<file path="src/rtl/bn_ctl_pkg.sv">
// Shared constants and helpers for the multiword launch controller.
// Assumes a 32-bit host write port and a fixed function-word layout.
package bn_ctl_pkg;
    localparam int WDATA_W   = 32;
    localparam int SEL_W     = 3;
    localparam int OPS_W     = 12;
    localparam int RUN_BIT   = 15;
    localparam int STALL_BIT = 24;

    typedef enum logic [SEL_W-1:0] {
        SEL_PTR_A = 3'd0,
        SEL_PTR_B = 3'd1,
        SEL_PTR_C = 3'd2,
        SEL_PTR_D = 3'd3,
        SEL_LEN_A = 3'd4,
        SEL_LEN_B = 3'd5,
        SEL_SHIFT = 3'd6,
        SEL_FUNC  = 3'd7
    } reg_sel_e;

    // True when exactly one operation bit (0, 1, 4..11) is set; bit 3 is a modifier.
    function automatic logic single_op(input logic [OPS_W-1:0] f);
        return $countones({f[11:4], f[1:0]}) == 1;
    endfunction
endpackage

</file>
<file path="src/rtl/bn_shadow_reg.sv">
// Operand register with a shadow copy.
// Writes while idle go straight to the active value. Writes while busy go to the
// shadow and are committed when the operation publishes its result.
// Assumes commit is only asserted while busy is high.
module bn_shadow_reg #(
    parameter int W      = 11,
    parameter bit ALIGN0 = 1'b0
) (
    input  logic         clk,
    input  logic         rst_n,
    input  logic         wr,
    input  logic [W-1:0] wdata,
    input  logic         busy,
    input  logic         commit,
    output logic [W-1:0] value
);
    logic [W-1:0] act_q, shd_q, wv;
    logic         pend_q;

    // Apply the alignment rule to incoming data.
    always_comb begin
        wv = wdata;
        if (ALIGN0) wv[0] = 1'b0;
    end

    // Active/shadow update: a commit wins, and a same-cycle write is taken directly.
    always_ff @(posedge clk) begin
        if (!rst_n) begin
            act_q  <= '0;
            shd_q  <= '0;
            pend_q <= 1'b0;
        end else if (commit) begin
            act_q  <= wr ? wv : (pend_q ? shd_q : act_q);
            pend_q <= 1'b0;
        end else if (wr && busy) begin
            shd_q  <= wv;
            pend_q <= 1'b1;
        end else if (wr) begin
            act_q  <= wv;
            pend_q <= 1'b0;
        end
    end

    assign value = act_q;
endmodule

</file>
<file path="src/rtl/bn_func_ctrl.sv">
// Function word, shift count, run flag and stall handling.
// Launches an operation on a valid single-operation start and tracks completion.
// Produces publish strobes for the result store and the operand shadows.
// Assumes dp_done is a single-cycle pulse from the datapath.
module bn_func_ctrl
    import bn_ctl_pkg::*;
#(
    parameter int SHF_W = 5
) (
    input  logic               clk,
    input  logic               rst_n,
    input  logic               wr_func,
    input  logic               wr_shift,
    input  logic [WDATA_W-1:0] wr_data,
    input  logic               dp_done,
    output logic               run,
    output logic               stall,
    output logic [OPS_W-1:0]   op_sel,
    output logic [SHF_W-1:0]   shift_cnt,
    output logic               op_start,
    output logic               hold_en,
    output logic               pub_direct,
    output logic               pub_release
);
    logic             run_q, stall_q, pend_q, start_q;
    logic [OPS_W-1:0] op_q;
    logic [SHF_W-1:0] shf_q;
    logic             done_acc;

    // Completion decode: accept done only for a live, unpublished operation.
    always_comb begin
        done_acc    = dp_done && run_q && !pend_q;
        pub_direct  = done_acc && !stall_q;
        hold_en     = done_acc && stall_q;
        pub_release = pend_q && !stall_q;
    end

    // Function word, run flag, launch pulse and pending-result state.
    always_ff @(posedge clk) begin
        if (!rst_n) begin
            run_q   <= 1'b0;
            stall_q <= 1'b0;
            pend_q  <= 1'b0;
            start_q <= 1'b0;
            op_q    <= '0;
        end else begin
            start_q <= 1'b0;
            if (wr_func) begin
                stall_q <= wr_data[STALL_BIT];
                if (!run_q) begin
                    op_q <= wr_data[OPS_W-1:0];
                    if (wr_data[RUN_BIT] && single_op(wr_data[OPS_W-1:0])) begin
                        run_q   <= 1'b1;
                        start_q <= 1'b1;
                    end
                end
            end
            if (pub_direct || pub_release) run_q <= 1'b0;
            if (hold_en)          pend_q <= 1'b1;
            else if (pub_release) pend_q <= 1'b0;
        end
    end

    // Shift count, frozen while an operation runs.
    always_ff @(posedge clk) begin
        if (!rst_n)                  shf_q <= '0;
        else if (wr_shift && !run_q) shf_q <= wr_data[SHF_W-1:0];
    end

    assign run       = run_q;
    assign stall     = stall_q;
    assign op_sel    = op_q;
    assign shift_cnt = shf_q;
    assign op_start  = start_q;
endmodule

</file>
<file path="src/rtl/bn_result_hold.sv">
// Result status store: compare flags, result MSW info and remainder MSW info.
// Loads directly on an unstalled completion, or parks values and loads them on release.
// Assumes hold_en, pub_direct and pub_release are mutually exclusive.
module bn_result_hold #(
    parameter int CMP_W = 3,
    parameter int MSW_W = 16
) (
    input  logic             clk,
    input  logic             rst_n,
    input  logic             hold_en,
    input  logic             pub_direct,
    input  logic             pub_release,
    input  logic [CMP_W-1:0] dp_cmp,
    input  logic [MSW_W-1:0] dp_msw,
    input  logic [MSW_W-1:0] dp_divmsw,
    output logic [CMP_W-1:0] cmp_res,
    output logic [MSW_W-1:0] msw_res,
    output logic [MSW_W-1:0] divmsw_res
);
    logic [CMP_W-1:0] cmp_h, cmp_q;
    logic [MSW_W-1:0] msw_h, msw_q, div_h, div_q;

    // Park values delivered during a stall.
    always_ff @(posedge clk) begin
        if (!rst_n) begin
            cmp_h <= '0; msw_h <= '0; div_h <= '0;
        end else if (hold_en) begin
            cmp_h <= dp_cmp; msw_h <= dp_msw; div_h <= dp_divmsw;
        end
    end

    // Visible result registers.
    always_ff @(posedge clk) begin
        if (!rst_n) begin
            cmp_q <= '0; msw_q <= '0; div_q <= '0;
        end else if (pub_direct) begin
            cmp_q <= dp_cmp; msw_q <= dp_msw; div_q <= dp_divmsw;
        end else if (pub_release) begin
            cmp_q <= cmp_h; msw_q <= msw_h; div_q <= div_h;
        end
    end

    assign cmp_res    = cmp_q;
    assign msw_res    = msw_q;
    assign divmsw_res = div_q;
endmodule

</file>
<file path="src/rtl/bignum_op_ctl.sv">
// Top: host control for a multiword arithmetic coprocessor.
// Holds four aligned operand pointers and two lengths with shadow copies, the function
// word with run and stall bits, and the published result status.
// Assumes one register write per cycle; the datapath is external.
module bignum_op_ctl
    import bn_ctl_pkg::*;
#(
    parameter int PTR_W = 11,
    parameter int LEN_W = 9,
    parameter int SHF_W = 5,
    parameter int CMP_W = 3,
    parameter int MSW_W = 16
) (
    input  logic               clk,
    input  logic               rst_n,
    input  logic               wr_en,
    input  logic [SEL_W-1:0]   wr_sel,
    input  logic [WDATA_W-1:0] wr_data,
    input  logic               dp_done,
    input  logic [CMP_W-1:0]   dp_cmp,
    input  logic [MSW_W-1:0]   dp_msw,
    input  logic [MSW_W-1:0]   dp_divmsw,
    output logic [PTR_W-1:0]   ptr_a,
    output logic [PTR_W-1:0]   ptr_b,
    output logic [PTR_W-1:0]   ptr_c,
    output logic [PTR_W-1:0]   ptr_d,
    output logic [LEN_W-1:0]   len_a,
    output logic [LEN_W-1:0]   len_b,
    output logic [SHF_W-1:0]   shift_cnt,
    output logic [OPS_W-1:0]   op_sel,
    output logic               run,
    output logic               stall_res,
    output logic               op_start,
    output logic [CMP_W-1:0]   cmp_res,
    output logic [MSW_W-1:0]   msw_res,
    output logic [MSW_W-1:0]   divmsw_res,
    output logic               irq
);
    localparam int N_PTR = 4;
    localparam int N_LEN = 2;

    logic [PTR_W-1:0] ptr_v [N_PTR];
    logic [LEN_W-1:0] len_v [N_LEN];
    logic             hold_en, pub_direct, pub_release, commit;

    assign commit = pub_direct || pub_release;

    // Pointer bank: select codes 0..3, bit 0 forced low.
    for (genvar i = 0; i < N_PTR; i++) begin : g_ptr
        bn_shadow_reg #(.W(PTR_W), .ALIGN0(1'b1)) u_ptr (
            .clk(clk), .rst_n(rst_n),
            .wr(wr_en && (wr_sel == SEL_W'(int'(SEL_PTR_A) + i))),
            .wdata(wr_data[PTR_W-1:0]), .busy(run), .commit(commit),
            .value(ptr_v[i])
        );
    end

    // Length bank: select codes 4..5.
    for (genvar i = 0; i < N_LEN; i++) begin : g_len
        bn_shadow_reg #(.W(LEN_W), .ALIGN0(1'b0)) u_len (
            .clk(clk), .rst_n(rst_n),
            .wr(wr_en && (wr_sel == SEL_W'(int'(SEL_LEN_A) + i))),
            .wdata(wr_data[LEN_W-1:0]), .busy(run), .commit(commit),
            .value(len_v[i])
        );
    end

    bn_func_ctrl #(.SHF_W(SHF_W)) u_func (
        .clk(clk), .rst_n(rst_n),
        .wr_func(wr_en && (wr_sel == SEL_FUNC)),
        .wr_shift(wr_en && (wr_sel == SEL_SHIFT)),
        .wr_data(wr_data), .dp_done(dp_done),
        .run(run), .stall(stall_res), .op_sel(op_sel), .shift_cnt(shift_cnt),
        .op_start(op_start), .hold_en(hold_en),
        .pub_direct(pub_direct), .pub_release(pub_release)
    );

    bn_result_hold #(.CMP_W(CMP_W), .MSW_W(MSW_W)) u_res (
        .clk(clk), .rst_n(rst_n),
        .hold_en(hold_en), .pub_direct(pub_direct), .pub_release(pub_release),
        .dp_cmp(dp_cmp), .dp_msw(dp_msw), .dp_divmsw(dp_divmsw),
        .cmp_res(cmp_res), .msw_res(msw_res), .divmsw_res(divmsw_res)
    );

    assign ptr_a = ptr_v[0];
    assign ptr_b = ptr_v[1];
    assign ptr_c = ptr_v[2];
    assign ptr_d = ptr_v[3];
    assign len_a = len_v[0];
    assign len_b = len_v[1];
    assign irq   = !run;
endmodule

</file>
<file path="config.mk">
export PLATFORM = sky130hd
export DESIGN_NAME = bignum_op_ctl
export DESIGN_NICKNAME = d
export VERILOG_FILES = /design/src/rtl/bn_ctl_pkg.sv /design/src/rtl/bn_shadow_reg.sv /design/src/rtl/bn_func_ctrl.sv /design/src/rtl/bn_result_hold.sv /design/src/rtl/bignum_op_ctl.sv
export SDC_FILE = /design/constraint.sdc
export NUM_CORES = 1
export LEC_CHECK = 0
export BUFFER_PORTS_ARGS = -buffer_cell sky130_fd_sc_hd__buf_4
export CAP_MARGIN = 20
export CORE_MARGIN = 1
export CORE_UTILIZATION = 45
export DETAILED_ROUTE_END_ITERATION = 7
export PLACE_DENSITY_LB_ADDON = 0.08
export SETUP_SLACK_MARGIN = 0.15
export SLEW_MARGIN = 15
export SYNTH_ARGS = -nofsm -noshare
export SYNTH_HDL_FRONTEND = slang
export SYNTH_SLANG_ARGS = --single-unit
</file>
<file path="constraint.sdc">
create_clock -name clk -period 7.7 [get_ports clk]
set_clock_uncertainty 0.05 [all_clocks]
set_input_delay 1.54 -clock clk [delete_from_list [all_inputs] [get_ports clk]]
set_output_delay 1.54 -clock clk [all_outputs]
set_load 0.01 [all_outputs]
</file>
==> metrics.cfg <==
[worst_setup_path]
crit_type=in -> reg
critPathLaunchType=input port
required_ns=8.08
critPathArrivalTime_ns=4.51
cp-end-kind=register
r2r-start=u_func.stall
crit_fanout=15
startpoint=wr_data[1]

[logic_synthesis]
async_flop_share_pct=0
yosys_warnings=0
ys_seq_elements=213
synth-edff-count=0
syn_area_per_cell_sq_um=9.06
syn_inst=1001
ys_types=57
synth_ff_type=dfxtp_1
synth_area_sq_mm=0.00906
seq_area_frac_synth_pct=47.0

[clock_network]
clk_latency_ns=0.50
cts_max_level=1
clk_path_buf_depth=3
numCtsBuffers=23
cts_setup_buffers=0
hold_buffers=0
cts_tree=built
path_clk_slew_ns=0.06
ctsResizeCount=0
cts_sinks=213
root_buffer=clkbuf_16

[cells_and_area]
final_cell_mix=213 x dfxtp_1, 182 x buf_4, 174 x a21oi_1
final_common_cell=dfxtp_1
syn_to_final_growth_pct=23.2
final_nets=1209
diodes=0
final_util_pct=57.0
layout-drive-gt1-share_pct=22.4

[floorplanning]
pin_count=192
die_w_um=144
start_util_pct=46.3
die-height_um=144
die_area_sq_mm=0.0207
std_cell_rows=51
coreArea_sq_mm=0.0196

[timing]
tns_ns=0
final_max_slew_viol_count=0
final_hold_viol_count=0
setup_viol=0
worst_slew_pin_slew_ns=0.935
fin_crit_ns=4.13
rsz0062_at_grt=false
period_share_pct=53.7
fmax_mhz=242
slew-limit-headroom_pct=37.4

[routing]
num_vias=7618
drt-total-wl_um=24400
wl_per_cell_um=17.4
antenna_left=0
drc=0
drt-vias-per-instance=5.43
dr.pass1.iters=6
initialDrtViolationCount=368

[run]
cap_viol_max_count=0

[worst_hold_path]
hp-class=reg -> reg
min_from=g_ptr[0].u_ptr.shd_q[4]

[global_route]
grt_pass1_wl_um=37900
grt_pass1_vias=7061
gr-usage-all-layers_pct=23.2
antenna_found_initial=0
grt_max_degree=103
grt_overflow=0

[place]
hpwl_um=14900
numPortBuffers=169
place_congestion=0.776

[run_status]
outcome=complete, no violations

[power]
power_mw=2.46
leakage_nw=4.35
p_per_area_mw_per_mm2=220
vdd_ir_drop_max_v=0.000181

## through the flow
stage	cells	worst slack (ns)	hold WS, ns	instance area [sq um]
final	1403	3.57	0.401	11200
after global routing	1403	3.41	0.418	11200
after detailed placement	1359	3.07	0.395	10300
after global placement	1359	3.11	0.390	10300
after floorplan	1004	3.44	0.383	9080
after CTS	1400	3.59	0.403	11100
## power by group
group / total [mW] / switching (mW) / leakage (nW) / internal, mW
Sequential: 1.12 / 0.00831 / 1.72 / 1.12
Clock: 1.14 / 0.441 / 0.385 / 0.700
Combinational: 0.193 / 0.113 / 2.24 / 0.0799
Total: 2.46 / 0.563 / 4.35 / 1.90
## sequential cells by signal, indices dropped and copies added (netlist names)
| name | flops |
|---|---|
| g_len.u_len.pend_q | 2 |
| g_len.u_len.shd_q | 18 |
| g_len.u_len.value | 18 |
| g_ptr.u_ptr.pend_q | 4 |
| g_ptr.u_ptr.shd_q | 40 |
| g_ptr.u_ptr.value | 40 |
| u_func.op_sel | 12 |
| u_func.op_start | 1 |
| u_func.pend_q | 1 |
| u_func.run | 1 |
| u_func.shift_cnt | 5 |
| u_func.stall | 1 |
| u_res.cmp_h | 3 |
| u_res.cmp_res | 3 |
| u_res.div_h | 16 |
| u_res.divmsw_res | 16 |
| u_res.msw_h | 16 |
| u_res.msw_res | 16 |
## cell type report
class	instances	area, sq um
clock inverters	7	118
clock buffers	34	667
well taps	265	332
flip-flops and latches	213	4260
repair buffers	184	1410
fillers	1848	8420
multi-input cells	684	4320
inverters	16	61.3
## synthesized netlist by cell type (all sizes together), types with 2 or more instances
master     n  area [sq um]
ha         7          87.6
a21oi    175           887
nand4b     7           104
nor2      27           106
or3        2          12.5
nor4bb     2          35.0
o211a     10           100
nand2b     3          18.8
nand2    155           587
nor2b      2          12.5
o22ai      2          32.5
o21ai     57           285
nor3b      2          31.3
a311oi    10          87.6
nor3       4          30.0
buf       41           280
o31ai     18           135
o32a      10           100
nand4bb    3          33.8
nand3     63           320
or2        2          12.5
fa         6           120
inv       15          56.3
a211oi     2          40.0
clkbuf    50           188
dfxtp    213          4260
mux2i     80           801
o221a     10           113
o21a      10          75.1
## per-layer routing
metal / part of all wire (%) / routed length (um) / track usage (%) / up-vias
li1: - / - / - / 3790
met1: 47 / 11500 / 32.3 / 3597
met2: 46 / 11100 / 37.0 / 182
met3: 4.9 / 1190 / 3.10 / 49
met4: 2.5 / 600 / 7.39 / 0
met5: 0 / 0 / 0 / -
## logic make-up after synthesis
group	count (synthesis)	synth area share [%]
AO/OA/AOI/OAI	308	20.9
multiplexers	80	8.83
adder cells (fa/ha/maj)	13	2.29
AND/OR/NAND/NOR	279	15.1
buffers and inverters	107	5.82
other	1	0.0414
flip-flops	213	47.0
## critical path, cell delays in order
cell and delay, ns:
buf_4 0.19, ha_1 0.30, inv_1 0.05, fa_1 0.51, fa_1 0.52, inv_1 0.06, fa_1 0.41, inv_1 0.08
fa_1 0.17, nor2b_1 0.13, a31oi_1 0.06, or3_1 0.35, a21oi_1 0.14
## final timing paths
check,cells past startpoint,slack (ns),endpoint
worst max-delay path,13,3.57,u_func.run
worst min-delay path,2,0.40,g_ptr[0].u_ptr.shd_q[4]
worst max register to register,6,5.42,g_ptr[1].u_ptr.shd_q[7]
worst min register to register,2,0.40,g_ptr[0].u_ptr.shd_q[4]
(Power assumes the default switching activity.)
